==> src/rtl/irq_route_pkg.sv <==
package irq_route_pkg;
  typedef enum logic [1:0] {
    ACC_BYTE = 2'd0,
    ACC_HALF = 2'd1,
    ACC_WORD = 2'd2
  } acc_size_e;
endpackage

==> src/rtl/irq_route_regs.sv <==
module irq_route_regs
  import irq_route_pkg::*;
#(
  parameter int N_SRC  = 32,
  parameter int N_CORE = 4,
  parameter int N_LINE = 4,
  parameter int AW     = 8,
  parameter int DW     = 32,
  localparam int RT_W  = N_CORE + N_LINE
) (
  input  logic                          clk_i,
  input  logic                          rst_ni,
  input  logic                          req_i,
  input  logic                          we_i,
  input  logic [1:0]                    size_i,
  input  logic [AW-1:0]                 addr_i,
  input  logic [DW-1:0]                 wdata_i,
  input  logic [N_SRC-1:0]              act_i,
  input  logic [N_CORE-1:0][N_SRC-1:0]  core_st_i,
  output logic [N_SRC-1:0][RT_W-1:0]    route_o,
  output logic [N_SRC-1:0]              en_o,
  output logic [DW-1:0]                 rdata_o
);
  localparam int SW  = $clog2(N_SRC);
  localparam int CIW = (N_CORE > 1) ? $clog2(N_CORE) : 1;
  localparam logic [AW-1:0] A_STAT    = AW'(N_SRC);
  localparam logic [AW-1:0] A_EN      = AW'(N_SRC + 4);
  localparam logic [AW-1:0] A_SET     = AW'(N_SRC + 8);
  localparam logic [AW-1:0] A_CLR     = AW'(N_SRC + 12);
  localparam logic [AW-1:0] A_WIN     = AW'(64);
  localparam logic [AW-1:0] A_WIN_END = AW'(64 + 8 * N_CORE);

  logic [N_SRC-1:0][RT_W-1:0] route_q;
  logic [N_SRC-1:0]           en_q;
  logic [DW-1:0]              rd_c, rdata_q;
  logic                       byte_ok, word_ok, rt_hit, win_hit;
  logic [AW-1:0]              win_off;
  logic [CIW-1:0]             win_idx;

  assign byte_ok = (size_i == ACC_BYTE);
  assign word_ok = (size_i == ACC_WORD) && (addr_i[1:0] == 2'b00);
  assign rt_hit  = addr_i < A_STAT;
  assign win_off = addr_i - A_WIN;
  assign win_idx = win_off[3 +: CIW];
  assign win_hit = (addr_i >= A_WIN) && (addr_i < A_WIN_END) && !addr_i[2];

  always_ff @(posedge clk_i or negedge rst_ni) begin
    if (!rst_ni) begin
      route_q <= '0;
      en_q    <= '0;
    end else if (req_i && we_i) begin
      if (byte_ok && rt_hit)
        route_q[addr_i[SW-1:0]] <= wdata_i[RT_W-1:0];
      else if (word_ok && addr_i == A_SET)
        en_q <= en_q | wdata_i[N_SRC-1:0];
      else if (word_ok && addr_i == A_CLR)
        en_q <= en_q & ~wdata_i[N_SRC-1:0];
    end
  end

  always_comb begin
    rd_c = '0;
    if (byte_ok && rt_hit) rd_c = DW'(route_q[addr_i[SW-1:0]]);
    else if (word_ok) begin
      if (win_hit)                rd_c = DW'(core_st_i[win_idx]);
      else if (addr_i == A_STAT)  rd_c = DW'(act_i);
      else if (addr_i == A_EN)    rd_c = DW'(en_q);
    end
  end

  always_ff @(posedge clk_i or negedge rst_ni) begin
    if (!rst_ni)                rdata_q <= '0;
    else if (req_i && !we_i)    rdata_q <= rd_c;
    else                        rdata_q <= '0;
  end

  assign route_o = route_q;
  assign en_o    = en_q;
  assign rdata_o = rdata_q;

  AST_EN_SET: assert property (@(posedge clk_i) disable iff (!rst_ni)
    (req_i && we_i && size_i == ACC_WORD && addr_i == A_SET)
    |=> en_o == ($past(en_o) | $past(wdata_i[N_SRC-1:0])));
  AST_EN_CLR: assert property (@(posedge clk_i) disable iff (!rst_ni)
    (req_i && we_i && size_i == ACC_WORD && addr_i == A_CLR)
    |=> en_o == ($past(en_o) & ~$past(wdata_i[N_SRC-1:0])));
  AST_BAD_NO_WRITE: assert property (@(posedge clk_i) disable iff (!rst_ni)
    (req_i && we_i && size_i != ACC_BYTE &&
     (size_i != ACC_WORD || addr_i[1:0] != 2'b00))
    |=> $stable(en_o) && $stable(route_o));
  AST_BAD_READ_ZERO: assert property (@(posedge clk_i) disable iff (!rst_ni)
    (req_i && !we_i && size_i != ACC_BYTE &&
     (size_i != ACC_WORD || addr_i[1:0] != 2'b00))
    |=> rdata_o == '0);
endmodule

==> src/rtl/irq_route_matrix.sv <==
module irq_route_matrix #(
  parameter int N_SRC  = 32,
  parameter int N_CORE = 4,
  parameter int N_LINE = 4,
  localparam int RT_W  = N_CORE + N_LINE,
  localparam int N_OUT = N_CORE * N_LINE
) (
  input  logic [N_SRC-1:0]              irq_i,
  input  logic [N_SRC-1:0]              en_i,
  input  logic [N_SRC-1:0][RT_W-1:0]    route_i,
  output logic [N_SRC-1:0]              act_o,
  output logic [N_CORE-1:0][N_SRC-1:0]  core_st_o,
  output logic [N_OUT-1:0]              out_o
);
  logic [N_LINE-1:0][N_SRC-1:0] line_st;
  logic [N_CORE-1:0]            core_any;
  logic [N_LINE-1:0]            line_any;

  assign act_o = irq_i & en_i;

  for (genvar c = 0; c < N_CORE; c++) begin : g_core
    for (genvar s = 0; s < N_SRC; s++) begin : g_src
      assign core_st_o[c][s] = act_o[s] & route_i[s][c];
    end
    assign core_any[c] = |core_st_o[c];
  end

  for (genvar l = 0; l < N_LINE; l++) begin : g_line
    for (genvar s = 0; s < N_SRC; s++) begin : g_src
      assign line_st[l][s] = act_o[s] & route_i[s][N_CORE + l];
    end
    assign line_any[l] = |line_st[l];
  end

  // core and line conditions are independent, not per source
  for (genvar c = 0; c < N_CORE; c++) begin : g_oc
    for (genvar l = 0; l < N_LINE; l++) begin : g_ol
      assign out_o[c*N_LINE + l] = core_any[c] & line_any[l];
    end
  end
endmodule

==> src/rtl/irq_route_ctrl.sv <==
module irq_route_ctrl #(
  parameter int N_SRC  = 32,
  parameter int N_CORE = 4,
  parameter int N_LINE = 4,
  parameter int AW     = 8,
  parameter int DW     = 32,
  localparam int RT_W  = N_CORE + N_LINE,
  localparam int N_OUT = N_CORE * N_LINE
) (
  input  logic             clk_i,
  input  logic             rst_ni,
  input  logic [N_SRC-1:0] irq_i,
  input  logic             req_i,
  input  logic             we_i,
  input  logic [1:0]       size_i,
  input  logic [AW-1:0]    addr_i,
  input  logic [DW-1:0]    wdata_i,
  output logic [DW-1:0]    rdata_o,
  output logic [N_OUT-1:0] irq_o
);
  logic [N_SRC-1:0][RT_W-1:0]   route;
  logic [N_SRC-1:0]             en, act;
  logic [N_CORE-1:0][N_SRC-1:0] core_st;
  logic [N_OUT-1:0]             out_c, out_q;

  irq_route_regs #(
    .N_SRC(N_SRC), .N_CORE(N_CORE), .N_LINE(N_LINE), .AW(AW), .DW(DW)
  ) u_regs (
    .clk_i, .rst_ni, .req_i, .we_i, .size_i, .addr_i, .wdata_i,
    .act_i(act), .core_st_i(core_st), .route_o(route), .en_o(en),
    .rdata_o
  );

  irq_route_matrix #(
    .N_SRC(N_SRC), .N_CORE(N_CORE), .N_LINE(N_LINE)
  ) u_matrix (
    .irq_i, .en_i(en), .route_i(route),
    .act_o(act), .core_st_o(core_st), .out_o(out_c)
  );

  always_ff @(posedge clk_i or negedge rst_ni) begin
    if (!rst_ni) out_q <= '0;
    else         out_q <= out_c;
  end

  assign irq_o = out_q;

  AST_EN_ZERO_QUIET: assert property (@(posedge clk_i) disable iff (!rst_ni)
    (en == '0) |=> (irq_o == '0));
  AST_NO_ROUTE_QUIET: assert property (@(posedge clk_i) disable iff (!rst_ni)
    (route == '0) |=> (irq_o == '0));
  AST_OUT_NEEDS_CORE: assert property (@(posedge clk_i) disable iff (!rst_ni)
    (irq_o[0 +: N_LINE] != '0) |-> ($past(core_st[0]) != '0));
endmodule

==> config.mk <==
export PLATFORM = sky130hd
export DESIGN_NAME = irq_route_ctrl
export DESIGN_NICKNAME = d
export VERILOG_FILES = /design/src/rtl/irq_route_pkg.sv /design/src/rtl/irq_route_regs.sv /design/src/rtl/irq_route_matrix.sv /design/src/rtl/irq_route_ctrl.sv
export SDC_FILE = /design/constraint.sdc
export NUM_CORES = 1
export LEC_CHECK = 0
export BUFFER_PORTS_ARGS = -buffer_cell sky130_fd_sc_hd__buf_2
export CORE_ASPECT_RATIO = 0.75
export CORE_MARGIN = 8
export CORE_UTILIZATION = 55
export CTS_CLUSTER_SIZE = 20
export DETAILED_ROUTE_END_ITERATION = 12
export GPL_TIMING_DRIVEN = 0
export PLACE_DENSITY = 0.77
export SYNTH_ARGS = -nofsm -noshare
export SYNTH_HDL_FRONTEND = slang
export SYNTH_SLANG_ARGS = --single-unit
==> constraint.sdc <==
create_clock -name clk_i -period 2 [get_ports clk_i]
set_input_delay 0.2 -clock clk_i [delete_from_list [all_inputs] [get_ports clk_i]]
set_output_delay 0.2 -clock clk_i [all_outputs]
set_load 0.03 [all_outputs]
==> results.yml, run 1 <==
pwr:
  p_seq_share_pct: 45.6
  p_comb_share_pct: 7.3
  internal_power_w: 0.0114
  power.net_switching_w: 0.00372
  total_leakage_power_nw: 10.4
  clock_power_share_pct: 47.1
  peakVddDrop_uv: 812
  p_total_w: 0.0152
  cellPowerDensity_mw_per_mm2: 704
  power.switching_fraction_pct: 24.6
run_status:
  violations: "hold timing, setup timing"
  outcome: "finished, violations left"
route:
  wl_per_cell_um: 43.4
  remaining_drc_errors: 0
  antenna_left: 0
  wirelength_um: 88600
  detail_route.first_pass.iterations: 8
  routed_vias_inst: 7.75
  vias: 15800
  drtIter0Drc: 2704
floorplan:
  rows: 57
  die_y_um: 173
  floorplan.core_area_mm2: 0.0324
  die-area_mm2: 0.0389
  start_util_pct: 55.7
  dieWidth_um: 225
  io_pins: 126
synthesis:
  synth.yosys.seq_area_share_pct: 46.6
  synth_edf_count: 0
  netlist-cell-type-count: 55
  ys_async_sr_fraction_pct: 100
  syn_area_mm2: 0.0180
  ffs_latches_synth: 336
  syn-num-nets: 1470
  yosysWarnings: 0
  syn-mean-instance-area_um2: 13.0
  postSynth.topFlopCell: "sky130_fd_sc_hd__dfrtp_1"
  gate_count_after_technology_mapping: 1392
hold_path:
  timing.hold.worst.class: "input port to flop"
  worstHoldStart: "wdata_i[11]"
global_routing:
  gr-total-overflow: 0
  first_global_vias: 15300
  largest_net_degree_at_the_start_of_global_routing: 124
  global_route_wire_length_before_repair_um: 121000
  grt_usage_pct: 44.8
  number_of_antenna_violations_at_the_first_check_in_global_routing: 5
worst_setup_path:
  timing.setup.critical_path_class: "flop to flop"
  worst-endpoint-arrival_ns: 2.58
  worstPathMaxFanout: 4
  end_kind: "flop"
  worst_ep_required_time_ns: 2.43
  startpoint_type: "flop"
sta:
  layout_min_cycle_time_ns: 2.15
  final.setup.worst_slack_ns: -0.148
  final_min_period_over_clock_period_pct: 107
  hold-worst-slack_ns: -0.00300
  finClkSkew_ns: 0.0225
  maxClockFrequency_mhz: 466
  worst-slew-pin-transition_ns: 1.09
  timing.final.max_slew_violations: 0
  timing.final.setup_violations: 80
  slew_headroom_pct: 27.2
  grt_setup_unrepaired: "true"
  hold_viol: 2
  sum_of_negative_setup_slack_ns: -4.83
final_layout:
  finish.net_count: 1651
  finalNonFillerCells: 2042
  most-common-layout-cells: "308 x sky130_fd_sc_hd__dfrtp_1, 285 x sky130_fd_sc_hd__mux2_2, 118 x sky130_fd_sc_hd__buf_2"
  final_common_cell: "sky130_fd_sc_hd__dfrtp_1"
  drive_above_1_share_pct: 48.7
  area.growth.synth_to_final_pct: 19.4
cts:
  cts_tree: "built"
  ctsHtreeMaxLevel: 2
  cts_max_path_buffers: 3
  worst_setup_hold_path_clk_slew_ns: 0.06
  tritoncts.num_buffers: 35
  worst_skew_pair.late_latency_ns: 0.55
  clock_sinks: 336
  cts.root.buffer_cell: "sky130_fd_sc_hd__clkbuf_16"
flow_run:
  maxCapViolCount: 0
place:
  port_buffers: 108
  weighted_congestion_reported_at_the_end_of_routability_driven_placement: 1.11
  dp_worst_setup_slack_ns: -1.14
  dp_hpwl_um: 63100
  number_of_instances_in_the_placed_design: 1944
registers in the layout, summed over array words and instances (netlist names), named ones only:
name / flops
u_regs.rdata_o: 32
irq_o: 16
u_regs.route_o: 256
power by group through the flow:
stage	logic, W	registers [W]	clock network, W
floorplan	0.000470	0.00699	0
global placement	0.000959	0.00703	0
detailed placement	0.000984	0.00703	0
CTS	0.00104	0.00690	0.00710
global route	0.00113	0.00690	0.00737
finish	0.00111	0.00691	0.00714
final timing paths:
kind | to | slack (ns) | cells past startpoint
worst max-delay path | irq_o[5]$_DFF_PN0_ | -0.15 | 6
worst min-delay path | flop | -0.003 | 3
worst max register to register | irq_o[5]$_DFF_PN0_ | -0.15 | 6
worst min register to register | flop | 0.53 | 1
max in group asynchronous | asynchronous set/reset pin | 0.47 | 3
min in group asynchronous | u_regs.route_o[54]$_DFFE_PN0P_ | 0.29 | 2
metrics by stage:
step | instance area (um^2) | util (%)
floorplan | 18000 | -
global placement | 19100 | 59.1
detailed placement | 19200 | 59.3
CTS | 21300 | 65.7
global route | 21500 | 66.5
finish | 21500 | 66.5
cell usage after synthesis, types with 13 or more instances:
cell	n	area, um^2
sky130_fd_sc_hd__nor2_1	16	60.1
sky130_fd_sc_hd__buf_2	16	80.1
sky130_fd_sc_hd__dfrtp_1	336	8410
sky130_fd_sc_hd__a32oi_1	70	613
sky130_fd_sc_hd__dlygate4sd3_1	16	160
sky130_fd_sc_hd__a22oi_1	36	270
sky130_fd_sc_hd__o21ai_0	32	160
sky130_fd_sc_hd__mux4_1	13	342
sky130_fd_sc_hd__nand2_2	32	200
sky130_fd_sc_hd__and2_1	36	225
sky130_fd_sc_hd__a21oi_1	35	175
sky130_fd_sc_hd__inv_1	32	120
sky130_fd_sc_hd__a2111oi_0	13	114
sky130_fd_sc_hd__mux2i_1	27	270
sky130_fd_sc_hd__nand3_1	27	135
sky130_fd_sc_hd__mux4_2	74	1670
sky130_fd_sc_hd__mux2_2	285	3210
sky130_fd_sc_hd__clkbuf_1	57	214
sky130_fd_sc_hd__nand2_1	48	180
sky130_fd_sc_hd__and3_1	51	319
sky130_fd_sc_hd__nand4_1	30	188
layout make-up:
cell class | count | area (um^2)
Fill cell | 2359 | 10800
Multi-Input combinational cell | 900 | 9280
Sequential cell | 336 | 8450
Timing Repair Buffer | 176 | 1210
Clock buffer | 46 | 1020
Buffer | 92 | 689
Tap cell | 442 | 553
Clock inverter | 15 | 216
Inverter | 32 | 120
Antenna cell | 3 | 7.51
timing repair:
item                                    CTS  global route
hold endpoints to repair                112             0
endpoints found under the setup margin   69           152
pin swaps                                33            21
buffers inserted                         35            10
resized for setup                       144            57
hold buffers                             21             0
cell families (layout without fill, tap and decap cells):
group / count (synthesis) / after routing / synth area share, %
and+or+nand+nor: 286 / 286 / 9.15
DFF: 336 / 336 / 46.6
muxes: 403 / 403 / 30.7
buffers and inverters: 156 / 361 / 4.94
AOI/OAI and AO/OA: 211 / 211 / 8.56
other: 0 / 3 / 0
critical path, stage by stage, from the launching register on:
cell and delay (ns):
sky130_fd_sc_hd__dfrtp_2 0.41, sky130_fd_sc_hd__buf_6 0.13, sky130_fd_sc_hd__and3_4 0.15, sky130_fd_sc_hd__a2111oi_4 0.39
sky130_fd_sc_hd__nand3_2 0.17, sky130_fd_sc_hd__or4_4 0.60, sky130_fd_sc_hd__and2_4 0.18
routing by layer:
layer / share of wire (%) / wire length, um / GRT usage [%]
met1: 38 / 33600 / 59.6
met2: 37 / 32600 / 54.7
met3: 19 / 17000 / 29.6
met4: 5.6 / 5000 / 19.7
met5: 0.56 / 494 / 6.31
(Power assumes the default switching activity.)
==> inputs of run 2 (changes only) <==
--- a/config.mk
+++ b/config.mk
@@ -7,7 +7,7 @@
 export LEC_CHECK = 0
 export BUFFER_PORTS_ARGS = -buffer_cell sky130_fd_sc_hd__buf_2
 export CORE_ASPECT_RATIO = 0.75
-export CORE_MARGIN = 8
+export CORE_MARGIN = 2
 export CORE_UTILIZATION = 55
 export CTS_CLUSTER_SIZE = 20
 export DETAILED_ROUTE_END_ITERATION = 12
==> constraint.sdc (replaced) <==
create_clock -name clk_i -period 1.91 [get_ports clk_i]
set_input_delay 0.191 -clock clk_i [delete_from_list [all_inputs] [get_ports clk_i]]
set_output_delay 0.191 -clock clk_i [all_outputs]
set_load 0.03 [all_outputs]
==> run 2 against run 1 <==
Effect of this change:
- final area is 1.3% higher
- total power rose by 4.3%
- worst hold slack improved by 0.018 ns
- the run ends with setup timing left
==> results.yml, run 2 (same netlist as run 1, synthesis figures left out) <==
pwr:
  cellPowerDensity_mw_per_mm2: 724
  p_total_w: 0.0158
  peakVddDrop_uv: 914
  total_leakage_power_nw: 10.5
floorplan:
  floorplan.core_area_mm2: 0.0324
  die-area_mm2: 0.0343
  rows: 57
  io_pins: 126
  die_y_um: 161
  dieWidth_um: 213
  start_util_pct: 55.7
route:
  antenna_left: 0
  vias: 15800
  wirelength_um: 87400
  drtIter0Drc: 2877
  remaining_drc_errors: 0
  detail_route.first_pass.iterations: 8
  wl_per_cell_um: 42.5
  routed_vias_inst: 7.69
final_layout:
  largest_reg_flops: 256
  area.growth.synth_to_final_pct: 21.0
  finish.net_count: 1662
  fin_area_mm2: 0.0218
  most-common-layout-cells: "304 x sky130_fd_sc_hd__dfrtp_1, 285 x sky130_fd_sc_hd__mux2_2, 118 x sky130_fd_sc_hd__buf_2"
  final_common_cell: "sky130_fd_sc_hd__dfrtp_1"
  drive_above_1_share_pct: 50.4
  finalNonFillerCells: 2055
worst_setup_path:
  reg2reg_from: "u_regs.route_o[109]$_DFFE_PN0P_"
  timing.setup.critical_path_class: "flop to flop"
  worst-endpoint-arrival_ns: 2.64
  startpoint_type: "flop"
  worst_ep_required_time_ns: 2.34
  worstPathMaxFanout: 3
  end_kind: "flop"
  timing.critical_path.from: "u_regs.route_o[109]$_DFFE_PN0P_"
run_status:
  outcome: "finished, violations left"
  violations: "setup timing"
global_routing:
  number_of_antenna_violations_at_the_first_check_in_global_routing: 5
  gr-total-overflow: 0
  global_route_wire_length_before_repair_um: 119000
  first_global_vias: 15200
  grt_usage_pct: 51.5
  largest_net_degree_at_the_start_of_global_routing: 128
sta:
  timing.final.setup_violations: 22
  final.setup.worst_slack_ns: -0.306
  finClkSkew_ns: 0.0262
  worst-slew-pin-transition_ns: 1.27
  slew_headroom_pct: 15.3
  hold-worst-slack_ns: 0.0151
  hold_viol: 0
  maxClockFrequency_mhz: 451
  grt_setup_unrepaired: "true"
  timing.final.max_slew_violations: 0
  final_min_period_over_clock_period_pct: 116
  layout_min_cycle_time_ns: 2.22
place:
  port_buffers: 108
  dp_hpwl_um: 61700
  weighted_congestion_reported_at_the_end_of_routability_driven_placement: 1.12
  dp_worst_setup_slack_ns: -0.974
  detailed_place.area_mm2: 0.0192
  number_of_instances_in_the_placed_design: 1944
cts:
  clock_sinks: 336
  tritoncts.num_buffers: 34
  worst_skew_pair.late_latency_ns: 0.55
  ctsHtreeMaxLevel: 2
  cts_max_path_buffers: 3
  cts.root.buffer_cell: "sky130_fd_sc_hd__clkbuf_16"
  worst_setup_hold_path_clk_slew_ns: 0.06
  cts_tree: "built"
hold_path:
  worstHoldStart: "wdata_i[29]"
  timing.hold.worst.class: "input port to flop"
flow_run:
  maxCapViolCount: 0
-- run 2: repair_timing --
| item | 4_1_cts | 5_1_grt |
|---|---|---|
| endpoints found under the setup margin | 184 | 101 |
| buffers inserted | 45 | 9 |
| resized for setup | 167 | 61 |
| hold buffers | 25 | 0 |
| pin swaps | 46 | 24 |
| endpoints found under the hold margin | 136 | 0 |
-- run 2: per-stage QoR --
| step | TNS [ns] | util [%] |
|---|---|---|
| 2_1_floorplan | 0 | - |
| 3_3_place_gp | -1993.05 | 59.2 |
| 3_5_place_dp | -183.63 | 59.4 |
| 4_1_cts | -1.97 | 66.5 |
| 5_1_grt | -3.53 | 67.4 |
| 6_report | -3.77 | 67.4 |
-- run 2: layout make-up --
type | count | area [um^2]
Tap cell | 442 | 553
Inverter | 32 | 120
Multi-Input combinational cell | 900 | 9450
Timing Repair Buffer | 188 | 1330
Clock buffer | 45 | 1010
Clock inverter | 15 | 209
Buffer | 92 | 684
Fill cell | 2363 | 10500
Antenna cell | 5 | 12.5
Sequential cell | 336 | 8460
-- run 2: routing by layer --
metal / share of wire, % / global-route usage, %
met5: 0.23 / 2.87
met2: 37 / 64.2
met3: 19 / 33.3
met4: 6.1 / 22.1
met1: 38 / 69.1
-- run 2: worst paths after layout --
path | slack [ns] | to | depth (start not counted)
max | -0.31 | u_regs.rdata_o[5]$_DFF_PN0_ | 5
min | 0.02 | flop | 3
max reg2reg | -0.31 | u_regs.rdata_o[5]$_DFF_PN0_ | 5
min reg2reg | 0.54 | u_regs.route_o[220]$_DFFE_PN0P_ | 1
max in group asynchronous | 0.37 | u_regs.route_o[184]$_DFFE_PN0P_ | 3
min in group asynchronous | 0.34 | u_regs.route_o[135]$_DFFE_PN0P_ | 2
-- run 2: critical path, cell delays in order (launching register included) --
cell,delay (ns)
sky130_fd_sc_hd__dfrtp_1,0.47
sky130_fd_sc_hd__mux4_2,0.57
sky130_fd_sc_hd__mux4_2,0.58
sky130_fd_sc_hd__nor2_4,0.15
sky130_fd_sc_hd__a2111oi_4,0.07
sky130_fd_sc_hd__a31o_2,0.26
-- run 2: where the power goes --
part	switching, W	internal (W)	total, W
Sequential	0.0000845	0.00716	0.00724
Combinational	0.000799	0.000378	0.00118
Clock	0.00300	0.00439	0.00739
